<file path="config.mk">
export PLATFORM = sky130hd
export DESIGN_NAME = llsc_unit
export DESIGN_NICKNAME = d
export VERILOG_FILES = /design/src/rtl/llsc_pkg.sv /design/src/rtl/llsc_mem_port.sv /design/src/rtl/llsc_watch.sv /design/src/rtl/llsc_unit.sv
export SDC_FILE = /design/constraint.sdc
export NUM_CORES = 1
export LEC_CHECK = 0
export CAP_MARGIN = 15
export CORE_UTILIZATION = 38
export DETAILED_ROUTE_END_ITERATION = 8
export PLACE_DENSITY_LB_ADDON = 0.2
export SLEW_MARGIN = 20
export SYNTH_ARGS = -nofsm -noshare
export SYNTH_HDL_FRONTEND = slang
export SYNTH_SLANG_ARGS = --single-unit
</file>
<file path="constraint.sdc">
create_clock -name clk_i -period 2.3 [get_ports clk_i]
set_clock_uncertainty 0.15 [all_clocks]
set_input_delay 0.345 -clock clk_i [delete_from_list [all_inputs] [get_ports clk_i]]
set_output_delay 0.345 -clock clk_i [all_outputs]
set_load 0.005 [all_outputs]
</file>
<file path="src/rtl/llsc_pkg.sv">
package llsc_pkg;
  localparam int unsigned OFFW = 4;
  localparam logic [OFFW-1:0] OFF_ADDR = 4'h0;
  localparam logic [OFFW-1:0] OFF_DATA = 4'h4;
  localparam logic [OFFW-1:0] OFF_STAT = 4'h8;
  localparam int unsigned NFLAG   = 4;
  localparam int unsigned FL_RD   = 0;
  localparam int unsigned FL_LOCK = 1;
  localparam int unsigned FL_IRQ  = 2;
  localparam int unsigned FL_BERR = 3;
  localparam int unsigned ST_BUSY = 4;
  typedef enum logic [1:0] {PH_IDLE, PH_FETCH, PH_STORE} phase_e;
endpackage

</file>
<file path="src/rtl/llsc_mem_port.sv">
module llsc_mem_port import llsc_pkg::*; #(
  parameter int unsigned W = 32
) (
  input  logic         clk_i,
  input  logic         rst_ni,
  input  logic         fetch_i,
  input  logic         store_i,
  input  logic [W-1:0] addr_i,
  input  logic [W-1:0] wdata_i,
  output logic         mem_req_o,
  output logic         mem_we_o,
  output logic [W-1:0] mem_addr_o,
  output logic [W-1:0] mem_wdata_o,
  input  logic         mem_ack_i,
  input  logic         mem_err_i,
  output logic         busy_o,
  output logic         fetch_done_o,
  output logic         err_done_o
);
  phase_e phase_q;
  logic   done;

  assign mem_req_o    = (phase_q != PH_IDLE);
  assign mem_we_o     = (phase_q == PH_STORE);
  assign mem_addr_o   = addr_i;
  assign mem_wdata_o  = wdata_i;
  assign busy_o       = mem_req_o;
  assign done         = mem_req_o && mem_ack_i;
  assign fetch_done_o = done && (phase_q == PH_FETCH);
  assign err_done_o   = done && mem_err_i;

  always_ff @(posedge clk_i or negedge rst_ni) begin
    if (!rst_ni) phase_q <= PH_IDLE;
    else begin
      unique case (phase_q)
        PH_IDLE: begin
          if (fetch_i)      phase_q <= PH_FETCH;
          else if (store_i) phase_q <= PH_STORE;
        end
        default: if (mem_ack_i) phase_q <= PH_IDLE;
      endcase
    end
  end


  handshake_hold_chk: assert property (@(posedge clk_i) disable iff (!rst_ni)
    (mem_req_o && !mem_ack_i) |=> (mem_req_o && $stable(mem_we_o) && $stable(mem_addr_o)));
endmodule

</file>
<file path="src/rtl/llsc_watch.sv">
module llsc_watch import llsc_pkg::*; #(
  parameter int unsigned W = 32
) (
  input  logic             clk_i,
  input  logic             rst_ni,
  input  logic             clr_i,
  input  logic             misalign_i,
  input  logic             window_i,
  input  logic             snoop_rd_i,
  input  logic [W-1:0]     snoop_addr_i,
  input  logic [W-1:0]     link_addr_i,
  input  logic             bus_lock_i,
  input  logic             irq_pend_i,
  input  logic             berr_i,
  input  logic             nolink_i,
  output logic [NFLAG-1:0] flags_o,
  output logic             abort_o
);
  localparam int unsigned AB = $clog2(W/8);

  logic [NFLAG-1:0] flags_q, set, nxt;
  logic             hit;

  // word compare: byte lanes inside the word do not matter
  assign hit = snoop_rd_i && (((snoop_addr_i ^ link_addr_i) >> AB) == '0);

  always_comb begin
    set          = '0;
    set[FL_RD]   = (window_i && hit) || nolink_i;
    set[FL_LOCK] = window_i && bus_lock_i;
    set[FL_IRQ]  = window_i && irq_pend_i;
    set[FL_BERR] = berr_i;
    if (clr_i) begin
      nxt          = '0;
      nxt[FL_BERR] = misalign_i;
    end else begin
      nxt = flags_q | set;
    end
  end

  always_ff @(posedge clk_i or negedge rst_ni) begin
    if (!rst_ni) flags_q <= '0;
    else         flags_q <= nxt;
  end

  assign flags_o = flags_q;
  assign abort_o = |nxt;
endmodule

</file>
<file path="src/rtl/llsc_unit.sv">
module llsc_unit import llsc_pkg::*; #(
  parameter int unsigned W = 32
) (
  input  logic            clk_i,
  input  logic            rst_ni,
  input  logic            reg_req_i,
  input  logic            reg_we_i,
  input  logic [OFFW-1:0] reg_addr_i,
  input  logic [W-1:0]    reg_wdata_i,
  output logic [W-1:0]    reg_rdata_o,
  output logic            reg_ready_o,
  output logic            mem_req_o,
  output logic            mem_we_o,
  output logic [W-1:0]    mem_addr_o,
  output logic [W-1:0]    mem_wdata_o,
  input  logic [W-1:0]    mem_rdata_i,
  input  logic            mem_ack_i,
  input  logic            mem_err_i,
  input  logic            snoop_rd_i,
  input  logic [W-1:0]    snoop_addr_i,
  input  logic            bus_lock_i,
  input  logic            irq_pend_i
);
  localparam int unsigned AB = $clog2(W/8);

  logic             busy, acc, aw_acc, dw_acc, misalign, go_store, abort;
  logic             linked_q, fetch_done, berr;
  logic [W-1:0]     link_addr_q, data_q;
  logic [NFLAG-1:0] flags;

  // only the status register stays reachable during a memory cycle
  assign reg_ready_o = !busy || (reg_addr_i == OFF_STAT);
  assign acc      = reg_req_i && reg_ready_o;
  assign aw_acc   = acc && reg_we_i && (reg_addr_i == OFF_ADDR);
  assign dw_acc   = acc && reg_we_i && (reg_addr_i == OFF_DATA);
  assign misalign = |reg_wdata_i[AB-1:0];
  assign go_store = dw_acc && linked_q && !abort;

  always_ff @(posedge clk_i or negedge rst_ni) begin
    if (!rst_ni) begin
      link_addr_q <= '0;
      linked_q    <= 1'b0;
      data_q      <= '0;
    end else begin
      if (aw_acc) link_addr_q <= reg_wdata_i;
      if (aw_acc)                           linked_q <= !misalign;
      else if (dw_acc || (fetch_done && berr)) linked_q <= 1'b0;
      if (fetch_done)  data_q <= mem_rdata_i;
      else if (dw_acc) data_q <= reg_wdata_i;
    end
  end

  llsc_mem_port #(.W(W)) i_port (
    .clk_i        (clk_i),
    .rst_ni       (rst_ni),
    .fetch_i      (aw_acc && !misalign),
    .store_i      (go_store),
    .addr_i       (link_addr_q),
    .wdata_i      (data_q),
    .mem_req_o    (mem_req_o),
    .mem_we_o     (mem_we_o),
    .mem_addr_o   (mem_addr_o),
    .mem_wdata_o  (mem_wdata_o),
    .mem_ack_i    (mem_ack_i),
    .mem_err_i    (mem_err_i),
    .busy_o       (busy),
    .fetch_done_o (fetch_done),
    .err_done_o   (berr)
  );

  llsc_watch #(.W(W)) i_watch (
    .clk_i        (clk_i),
    .rst_ni       (rst_ni),
    .clr_i        (aw_acc),
    .misalign_i   (misalign),
    .window_i     (linked_q),
    .snoop_rd_i   (snoop_rd_i),
    .snoop_addr_i (snoop_addr_i),
    .link_addr_i  (link_addr_q),
    .bus_lock_i   (bus_lock_i),
    .irq_pend_i   (irq_pend_i),
    .berr_i       (berr),
    .nolink_i     (dw_acc && !linked_q),
    .flags_o      (flags),
    .abort_o      (abort)
  );

  always_comb begin
    reg_rdata_o = '0;
    unique case (reg_addr_i)
      OFF_ADDR: reg_rdata_o = link_addr_q;
      OFF_DATA: reg_rdata_o = data_q;
      OFF_STAT: reg_rdata_o = {{(W-NFLAG-1){1'b0}}, busy, flags};
      default:  reg_rdata_o = '0;
    endcase
  end


  clear_on_link_chk: assert property (@(posedge clk_i) disable iff (!rst_ni)
    (aw_acc && !misalign) |=> (flags == '0));

  clean_store_chk: assert property (@(posedge clk_i) disable iff (!rst_ni)
    (mem_req_o && mem_we_o) |-> (!flags[FL_RD] && !flags[FL_LOCK] && !flags[FL_IRQ]));

  misalign_nofetch_chk: assert property (@(posedge clk_i) disable iff (!rst_ni)
    (aw_acc && misalign) |=> (!mem_req_o && flags[FL_BERR]));

  fetch_linked_chk: assert property (@(posedge clk_i) disable iff (!rst_ni)
    (mem_req_o && !mem_we_o) |-> linked_q);
endmodule

</file>
==> results.md, run 1 <==
- Commonest non-fill, non-tap cells in the layout: clkdlybuf4s50_1 (184), nand2_1 (131), dfrtp_1 (71)
- WL met3: ~1300 um
- Die Wd: around 100 um
- Fmax achieved: roughly 440 MHz
- Switch share: 30.7%
- Max FO, Critical Path: 8
- Uppermost layer routed: met4
- Main combinational cell family by area after synthesis: simple AND/OR/NAND/NOR gates
- R2R cell count: 7
- Worst-margin pin slew: between 0.4 and 0.5 ns
- M1 WL: between 5000 and 6000 um
- Logic pwr share: between 30% and 40%
- Placed inst area: between 0.005 and 0.006 mm^2
- Ys Warns: 0
- Initial detailed-routing violation count: roughly 230
- Vias per inst: between 5 and 6
- Crit path launch type: input port
- Post-Syn Area: around 0.0036 mm^2
- Finish-stage setup viols: 0
- Final period util: just under 100%
- Port buffer count: about 200
- Sequential share of the synthesized area: ~50%
- RSZ-0062 raised after global routing: yes
- DR WL/cell: between 15 and 20 um
- Drt drc: 0
- Pwr Density: 647 mW/mm^2
- Clock Sinks: 71
- Largest net degree at the start of global routing: 38
- Final hold viol count: 0
- Net Switching: 1.25 mW
- CTS tree: done
- Crit Path Class: in2out
- Final Cell Area: ~0.0063 mm^2
- Area growth, synth to finish: 75.6%
- Element type at the critical path end: primary output
- Clock transition at the registers of the reported paths: 0.07 ns
- Antenna violations before repair: 0
- Clk pwr share: 22.4%
- Max capacitance violation total: 0
- CTS root buf: clkbuf_8
- Remaining global-route overflow: 0
- Die Y: around 99 um
- Diode count: 0
- Ports: approximately 210
- Vias in the first global route: between 4000 and 5000
- Final net count: approximately 740
- Register share of total power: between 40% and 50%
- Starting Density: between 40% and 50%
- Htree depth: 3
- First-pass GRT wire length: ~22000 um
- Syn nets: between 500 and 600
- Hold Path Depth: 2
- Total GRT Usage: 29.3%
- Max VDD drop: roughly 0.00031 V
- Most common cell after layout, fill and taps aside: clkdlybuf4s50_1
- Die ar.: a little under 0.01 mm^2
- Post-Layout Cell Count: 746
- Main synth FF type: dfrtp_1
- Slew Limit Fails: 0
- Synth Instances: between 400 and 500
- Outcome: completed
- Row Count: 34
- CORE AREA: between 0.008 and 0.009 mm^2
- Worst-Skew Late Latency: between 0.3 and 0.4 ns
- CP required: around 1.8 ns
- EDFF count, synth: 0
- Clk buf depth: 2
- Adder-cell area share of the yosys netlist: 0%
- CTS buffer count: 9
- Routed Antenna Nets: 0
- Final WL: around 14000 um
- First-pass detailed-route iteration total: 5
- Met2 wire length: roughly 7000 um
- Synth Area in Compound Gates: 15.9%
- Post-Synth XOR/XNOR Area: 7.37%
- Dpl cells: 718
- Mean Syn Cell Area: 8.85 um^2
- Power Internal: around 2.8 mW
- Post-synthesis simple-gate area fraction: 23.9%
- Share of cells above drive strength 1: under 10%
- Post-synth ARST share: 100%
- Count of different cell masters after synthesis: 31
- Crit path DAT: 1.79 ns
- Pleak: 2.95 nW
- Detail Placement HPWL: approximately 10000 um
- Vias: 4013
- Final Util: 70.4%
- Final Wtd Congestion: 0.853
- Slew HR: between 60% and 70%
- Post-synthesis mux area share: 0%
- Synthesized flop and latch total: between 70 and 80
- Min Tclk post-route: 2.29 ns
- Path category of the worst min-delay check: reg2reg
-- final cells by class --
type,count,area (um^2)
timing repair buffer,241,2470
tap,108,135
inverter,6,22.5
clock buffer,13,159
multi-input combinational,304,1680
fill,712,2630
clock inverter,3,17.5
sequential,71,1780
-- power by group through the flow --
stage | clock [mW] | combinational [mW] | sequential [mW]
after floorplan | 0 | 0.364 | 1.80
after global placement | 0 | 1.26 | 1.85
after detailed placement | 0 | 1.30 | 1.86
after CTS | 0.928 | 1.31 | 1.84
after global routing | 0.978 | 1.41 | 1.87
final | 0.908 | 1.30 | 1.84
-- worst max-delay path, cell delays in order --
cell and delay (ns):
clkbuf_4 0.14, nor4_4 0.31, buf_4 0.21, buf_16 0.14
a22o_1 0.14, clkdlybuf4s50_1 0.50
-- through the flow --
step	total power [mW]	worst slack, ns	hold WS (ns)	TNS [ns]
global route	4.26	-0.0145	0.397	-0.0445
floorplan	2.16	0.251	-0.101	0
detailed placement	3.15	-0.455	0.184	-16.28
CTS	4.07	0.0157	0.357	0
global placement	3.11	-0.417	0.183	-14.10
finish	4.05	0.0121	0.354	0
-- synthesized netlist by cell type (3+ instances only) --
library cell | count | area [um^2]
xnor2_1 | 11 | 96.3
clkbuf_1 | 21 | 78.8
o21ai_0 | 3 | 15.0
nor2_1 | 43 | 161
inv_1 | 6 | 22.5
a222oi_1 | 4 | 40.0
nor4_1 | 6 | 37.5
xor2_1 | 19 | 166
nand4_1 | 5 | 31.3
a22oi_1 | 15 | 113
dfrtp_1 | 71 | 1780
a21oi_1 | 3 | 15.0
nand2_1 | 131 | 492
o22ai_1 | 18 | 113
a22o_1 | 27 | 236
-- metal layers --
| layer | up-vias | track usage (%) |
|---|---|---|
| met5 | - | 0 |
| met4 | 0 | 10.9 |
| met3 | 16 | 7.02 |
| met2 | 220 | 50.2 |
| met1 | 1930 | 35.9 |
| li1 | 1847 | - |
-- flip-flops by register name (all words and copies together), names as in the netlist --
register	count
linked_q	1
link_addr_q	32
data_q	32
i_port.phase_q	2
i_watch.flags_o	4
-- worst paths after layout --
path / startpoint / to / slack [ns]
max: reg_addr_i[0] / reg_rdata_o[12] / 0.01
min: data_q[19] / data_q[19] / 0.35
max reg2reg: link_addr_q[18] / i_watch.flags_o[0] / 0.26
min reg2reg: data_q[19] / data_q[19] / 0.35
max in group asynchronous: rst_ni / data_q[23] / 1.08
min in group asynchronous: rst_ni / link_addr_q[0] / 0.36
-- kinds of logic (layout without fill, tap and decap cells) --
kind of cell,count (synthesis),in the layout
AOI/OAI and AO/OA,75,75
xor gates and xnor gates,30,30
buffers and inverters,28,263
DFF,71,71
and+or+nand+nor,199,199
-- repair_timing --
item                       in CTS  in global routing
hold buffers                    1                  0
setup endpoints to repair      34                 12
buffers inserted                8                  0
pin swaps                       4                  1
gates resized for setup        29                 12
gates cloned                    2                  1
hold endpoints to repair       34                  0
Power figures use the tool's default switching activity.
==> run 2: changes to the inputs <==
--- a/config.mk
+++ b/config.mk
@@ -5,7 +5,7 @@
 export SDC_FILE = /design/constraint.sdc
 export NUM_CORES = 1
 export LEC_CHECK = 0
-export CAP_MARGIN = 15
+export CAP_MARGIN = 5
 export CORE_UTILIZATION = 38
 export DETAILED_ROUTE_END_ITERATION = 8
 export PLACE_DENSITY_LB_ADDON = 0.2
==> results of run 2 <==
Same layout as run 1: the final DEF is identical, and so are final timing and power.
==> run 3: changes to the inputs <==
--- a/config.mk
+++ b/config.mk
@@ -5,8 +5,9 @@
 export SDC_FILE = /design/constraint.sdc
 export NUM_CORES = 1
 export LEC_CHECK = 0
+export ABC_AREA = 1
 export CAP_MARGIN = 5
-export CORE_UTILIZATION = 38
+export CORE_UTILIZATION = 40
 export DETAILED_ROUTE_END_ITERATION = 8
 export PLACE_DENSITY_LB_ADDON = 0.2
 export SLEW_MARGIN = 20
==> run 3 against run 2 <==
Non-clock buffer count down 5; cell area increased by 6.1%; count of clock-buffer cells in the layout fell by 3; worst hold slack worse by 0.0059 ns; synthesized cell count rose by 37%; maximum frequency up 4.5%; flip-flop and latch count is the same; clock power grew 8.6%; sequential power increased by 11%; critical path type unchanged; largest cell class unchanged.
==> results.md, run 3 <==
- Uppermost layer routed: met4 (unchanged)
- Hold WS: 0.348 ns (was 0.354 ns)
- Main synth FF type: dfrtp_1 (unchanged)
- Max capacitance violation total: 0 (unchanged)
- Area occupied by multi-input gates: 0.00166 mm^2 (was 0.00168 mm^2)
- Ports: 208 (unchanged)
- CP required: 1.80 ns (about the same)
- Logic pwr share: 40.1% (was 32.1%)
- Share of the synthesized area in the top cell type: 44.9% (was 49.8%)
- Filler cell count: 801 (was 712)
- Worst-Skew Late Latency: 0.34 ns (about the same)
- Row Count: 35 (was 34)
- Die ar.: 0.0103 mm^2 (was 0.00977 mm^2)
- CTS root buf: clkbuf_8 (unchanged)
- Initial detailed-routing violation count: 191 (was 229)
- Element type at the critical path end: primary output (unchanged)
- Slew Limit Fails: 0 (unchanged)
- Detail Placement HPWL: 10900 um (was 10300 um)
- Main combinational cell family by area after synthesis: simple AND/OR/NAND/NOR gates (unchanged)
- Most common cell after layout, fill and taps aside: nand2_1 (was clkdlybuf4s50_1)
- CTS buffer count: 9 (unchanged)
- Max FO, Critical Path: 5 (was 8)
- Final WL: 14500 um (was 14400 um)
- Vias in the first global route: 4432 (was 4086)
- Clock Sinks: 71 (unchanged)
- Drt drc: 0 (unchanged)
- Synth Area in Compound Gates: 17.5% (was 15.9%)
- R2R Path End: data_q[17] (was i_watch.flags_o[0])
- Final hold viol count: 0 (unchanged)
- Mean Syn Cell Area: 7.18 um^2 (was 8.85 um^2)
- Area growth, synth to finish: 67.8% (was 75.6%)
- Clk pwr share: 19.4% (was 22.4%)
- First-pass GRT wire length: 22600 um (was 21600 um)
- Commonest non-fill, non-tap cells in the layout: nand2_1 (178), clkdlybuf4s50_1 (173), inv_1 (116) (was clkdlybuf4s50_1 (184), nand2_1 (131), dfrtp_1 (71))
- Pwr Density: 765 mW/mm^2 (was 647 mW/mm^2)
- Synth Instances: 551 (was 403)
- Finish-stage setup viols: 0 (unchanged)
- Total GRT Usage: 29.1% (was 29.3%)
- Antenna violations before repair: 0 (unchanged)
- Adder-cell area share of the yosys netlist: 0% (unchanged)
- Final period util: 95.2% (was 99.5%)
- Worst-margin pin slew: 0.494 ns (was 0.475 ns)
- First-pass detailed-route iteration total: 5 (unchanged)
- R2R cell count: 9 (was 7)
- Starting Density: 42.0% (was 40.1%)
- Slew HR: 67.1% (was 68.3%)
- Switch share: 33.0% (was 30.7%)
- Sequential share of the synthesized area: 44.9% (was 49.8%)
- Final Cell Area: 0.00664 mm^2 (was 0.00626 mm^2)
- Port buffer count: 205 (unchanged)
- Crit path cell chain: clkbuf_2 > inv_1 > nand2_2 > nor3_4 > buf_6 > clkinvlp_4 > o22ai_2 > clkdlybuf4s50_1 (was clkbuf_4 > nor4_4 > buf_4 > buf_16 > a22o_1 > clkdlybuf4s50_1)
- Max VDD drop: 0.000364 V (was 0.000314 V)
- DR WL/cell: 15.9 um (was 19.3 um)
- Worst setup path start: reg_addr_i[0] (unchanged)
- Most numerous cell in the Yosys netlist: nand2_1 (unchanged)
- Synthesized flop and latch total: 71 (unchanged)
- Post-Synth XOR/XNOR Area: 1.55% (was 7.37%)
- EDFF count, synth: 0 (unchanged)
- Power Internal: 3.40 mW (was 2.81 mW)
- Dominant cell type by area after synthesis: dfrtp_1 (unchanged)
- Routed Antenna Nets: 0 (unchanged)
- Top cells by count, synth: nand2_1 (179), inv_1 (117), dfrtp_1 (71) (was nand2_1 (131), dfrtp_1 (71), nor2_1 (43))
- Share of cells above drive strength 1: 8.67% (was 9.25%)
- Critical Path Max Stage Delay: 0.52 ns (was 0.50 ns)
- Register share of total power: 40.5% (was 45.5%)
- Placed inst area: 0.00631 mm^2 (was 0.00595 mm^2)
- Register-to-Register Setup Slack: 0.47 ns (was 0.26 ns)
- Met2 wire length: 7370 um (was 6990 um)
- Post-synth ARST share: 100% (unchanged)
- Largest net degree at the start of global routing: 37 (was 38)
- Ys Warns: 0 (unchanged)
- Count of different cell masters after synthesis: 27 (was 31)
- RSZ-0062 raised after global routing: no (was yes)
- Clk buf depth: 2 (unchanged)
- Die Wd: 101 um (was 98.9 um)
- Outcome: completed (unchanged)
- M1 WL: 5710 um (was 5810 um)
- Min Tclk post-route: 2.19 ns (was 2.29 ns)
- Die Y: 101 um (was 98.9 um)
- Final Wtd Congestion: 0.847 (was 0.853)
- Fmax achieved: 457 MHz (was 437 MHz)
- CP endpoint: reg_rdata_o[29] (was reg_rdata_o[12])
- CORE AREA: 0.00942 mm^2 (was 0.00889 mm^2)
- WL met3: 1150 um (was 1330 um)
- Crit path DAT: 1.69 ns (was 1.79 ns)
- Synth top area cells: dfrtp_1 (45%), nand2_1 (17%), inv_1 (11%), o21ai_1 (4.2%), o22ai_1 (3.2%) (was dfrtp_1 (50%), nand2_1 (14%), a22o_1 (6.6%), xor2_1 (4.7%), nor2_1 (4.5%))
- Crit path launch type: input port (unchanged)
- Register Area: 0.00178 mm^2 (unchanged)
- Slowest stage cell, crit path: clkdlybuf4s50_1 (unchanged)
- Post-synthesis mux area share: 0% (unchanged)
- Final net count: 888 (was 742)
- Crit Path Class: in2out (unchanged)
- Post-synthesis simple-gate area fraction: 22.2% (was 23.9%)
- CTS tree: done (unchanged)
- Path category of the worst min-delay check: in2async (was reg2reg)
- Diode count: 0 (unchanged)
- Syn nets: 660 (was 512)
- Remaining global-route overflow: 0 (unchanged)
- Vias: 4515 (was 4013)
- Vias per inst: 4.95 (was 5.38)
- Htree depth: 3 (unchanged)
- Net Switching: 1.68 mW (was 1.25 mW)
- Post-Syn Area: 0.00396 mm^2 (was 0.00356 mm^2)
- Pleak: 3.28 nW (was 2.95 nW)
- Reg2reg start: i_port.phase_q[1] (was link_addr_q[18])
- Clock transition at the registers of the reported paths: 0.07 ns (about the same)
-- run 3: changes by cell type after synthesis, moves of 15 or more --
cell,change
xor2_1,-18
inv_1,+111
a22oi_1,-15
o21ai_0,+19
nor2_1,-20
a22o_1,-23
o21ai_1,+31
nand2_1,+48
a21oi_1,+15
clkbuf_1,-16
-- run 3: timing repair --
item | CTS | global route
hold buffers | 1 | 0
endpoints found under the hold margin | 35 | 0
setup buffers | 7 | 0
gates resized for setup | 50 | 13
pin swaps | 3 | 3
endpoints found under the setup margin | 33 | 12
cloned | 2 | 0
-- run 3: critical path, delay by kind of cell --
family | cells | cell delay (ns)
buffers and inverters | 5 | 0.96
AND/OR/NAND/NOR | 2 | 0.26
AO/OA/AOI/OAI | 1 | 0.12
-- run 3: power groups by stage --
| stage | combinational, mW | clock, mW | sequential, mW |
|---|---|---|---|
| 3_5_place_dp | 2.04 | 0 | 2.06 |
| 4_1_cts | 2.05 | 1.00 | 2.05 |
| 3_3_place_gp | 1.99 | 0 | 2.03 |
| 5_1_grt | 2.23 | 1.06 | 2.11 |
| 2_1_floorplan | 0.696 | 0 | 2.02 |
| 6_report | 2.04 | 0.986 | 2.05 |
-- run 3: worst min-delay path by stage --
stage | from | to | slack, ns | cells past startpoint
6_report | rst_ni | link_addr_q[12] | 0.35 | 2
3_3_place_gp | rst_ni | link_addr_q[12] | 0.18 | 1
4_1_cts | rst_ni | link_addr_q[12] | 0.37 | 2
5_1_grt | rst_ni | link_addr_q[12] | 0.41 | 2
3_5_place_dp | rst_ni | link_addr_q[12] | 0.20 | 1
2_1_floorplan | rst_ni | data_q[0] | -0.10 | 0
-- run 3: cell type report --
type / count / share of cell area [%]
Timing Repair Buffer: 236 / 36.0
Sequential cell: 71 / 26.8
Multi-Input combinational cell: 340 / 25.0
Inverter: 121 / 6.90
Tap cell: 129 / 2.43
Clock buffer: 10 / 1.92
Clock inverter: 6 / 0.923
-- run 3: through the flow --
step	cells	setup TNS [ns]	setup slack [ns]	total power, mW	utilization (%)
after floorplan	551	0	0.503	2.71	-
final	913	0	0.111	5.08	70.5
after global placement	887	-10.88	-0.326	4.02	67.1
after detailed placement	887	-12.81	-0.339	4.10	67.1
after CTS	913	-0.0562	-0.0324	5.10	70.5
after global routing	913	0	0.0296	5.39	70.5
-- run 3: kinds of logic after synthesis --
kind of cell	count (synthesis)
AOI/OAI and AO/OA	118
and+or+nand+nor	215
buffers and inverters	140
DFF	71
xor gates and xnor gates	7
-- run 3: layer usage --
| metal | vias up | global-route usage [%] |
|---|---|---|
| met5 | - | 0 |
| met4 | 0 | 11.6 |
| met3 | 20 | 5.73 |
| met2 | 209 | 51.3 |
| met1 | 2114 | 35.0 |
| li1 | 2172 | - |
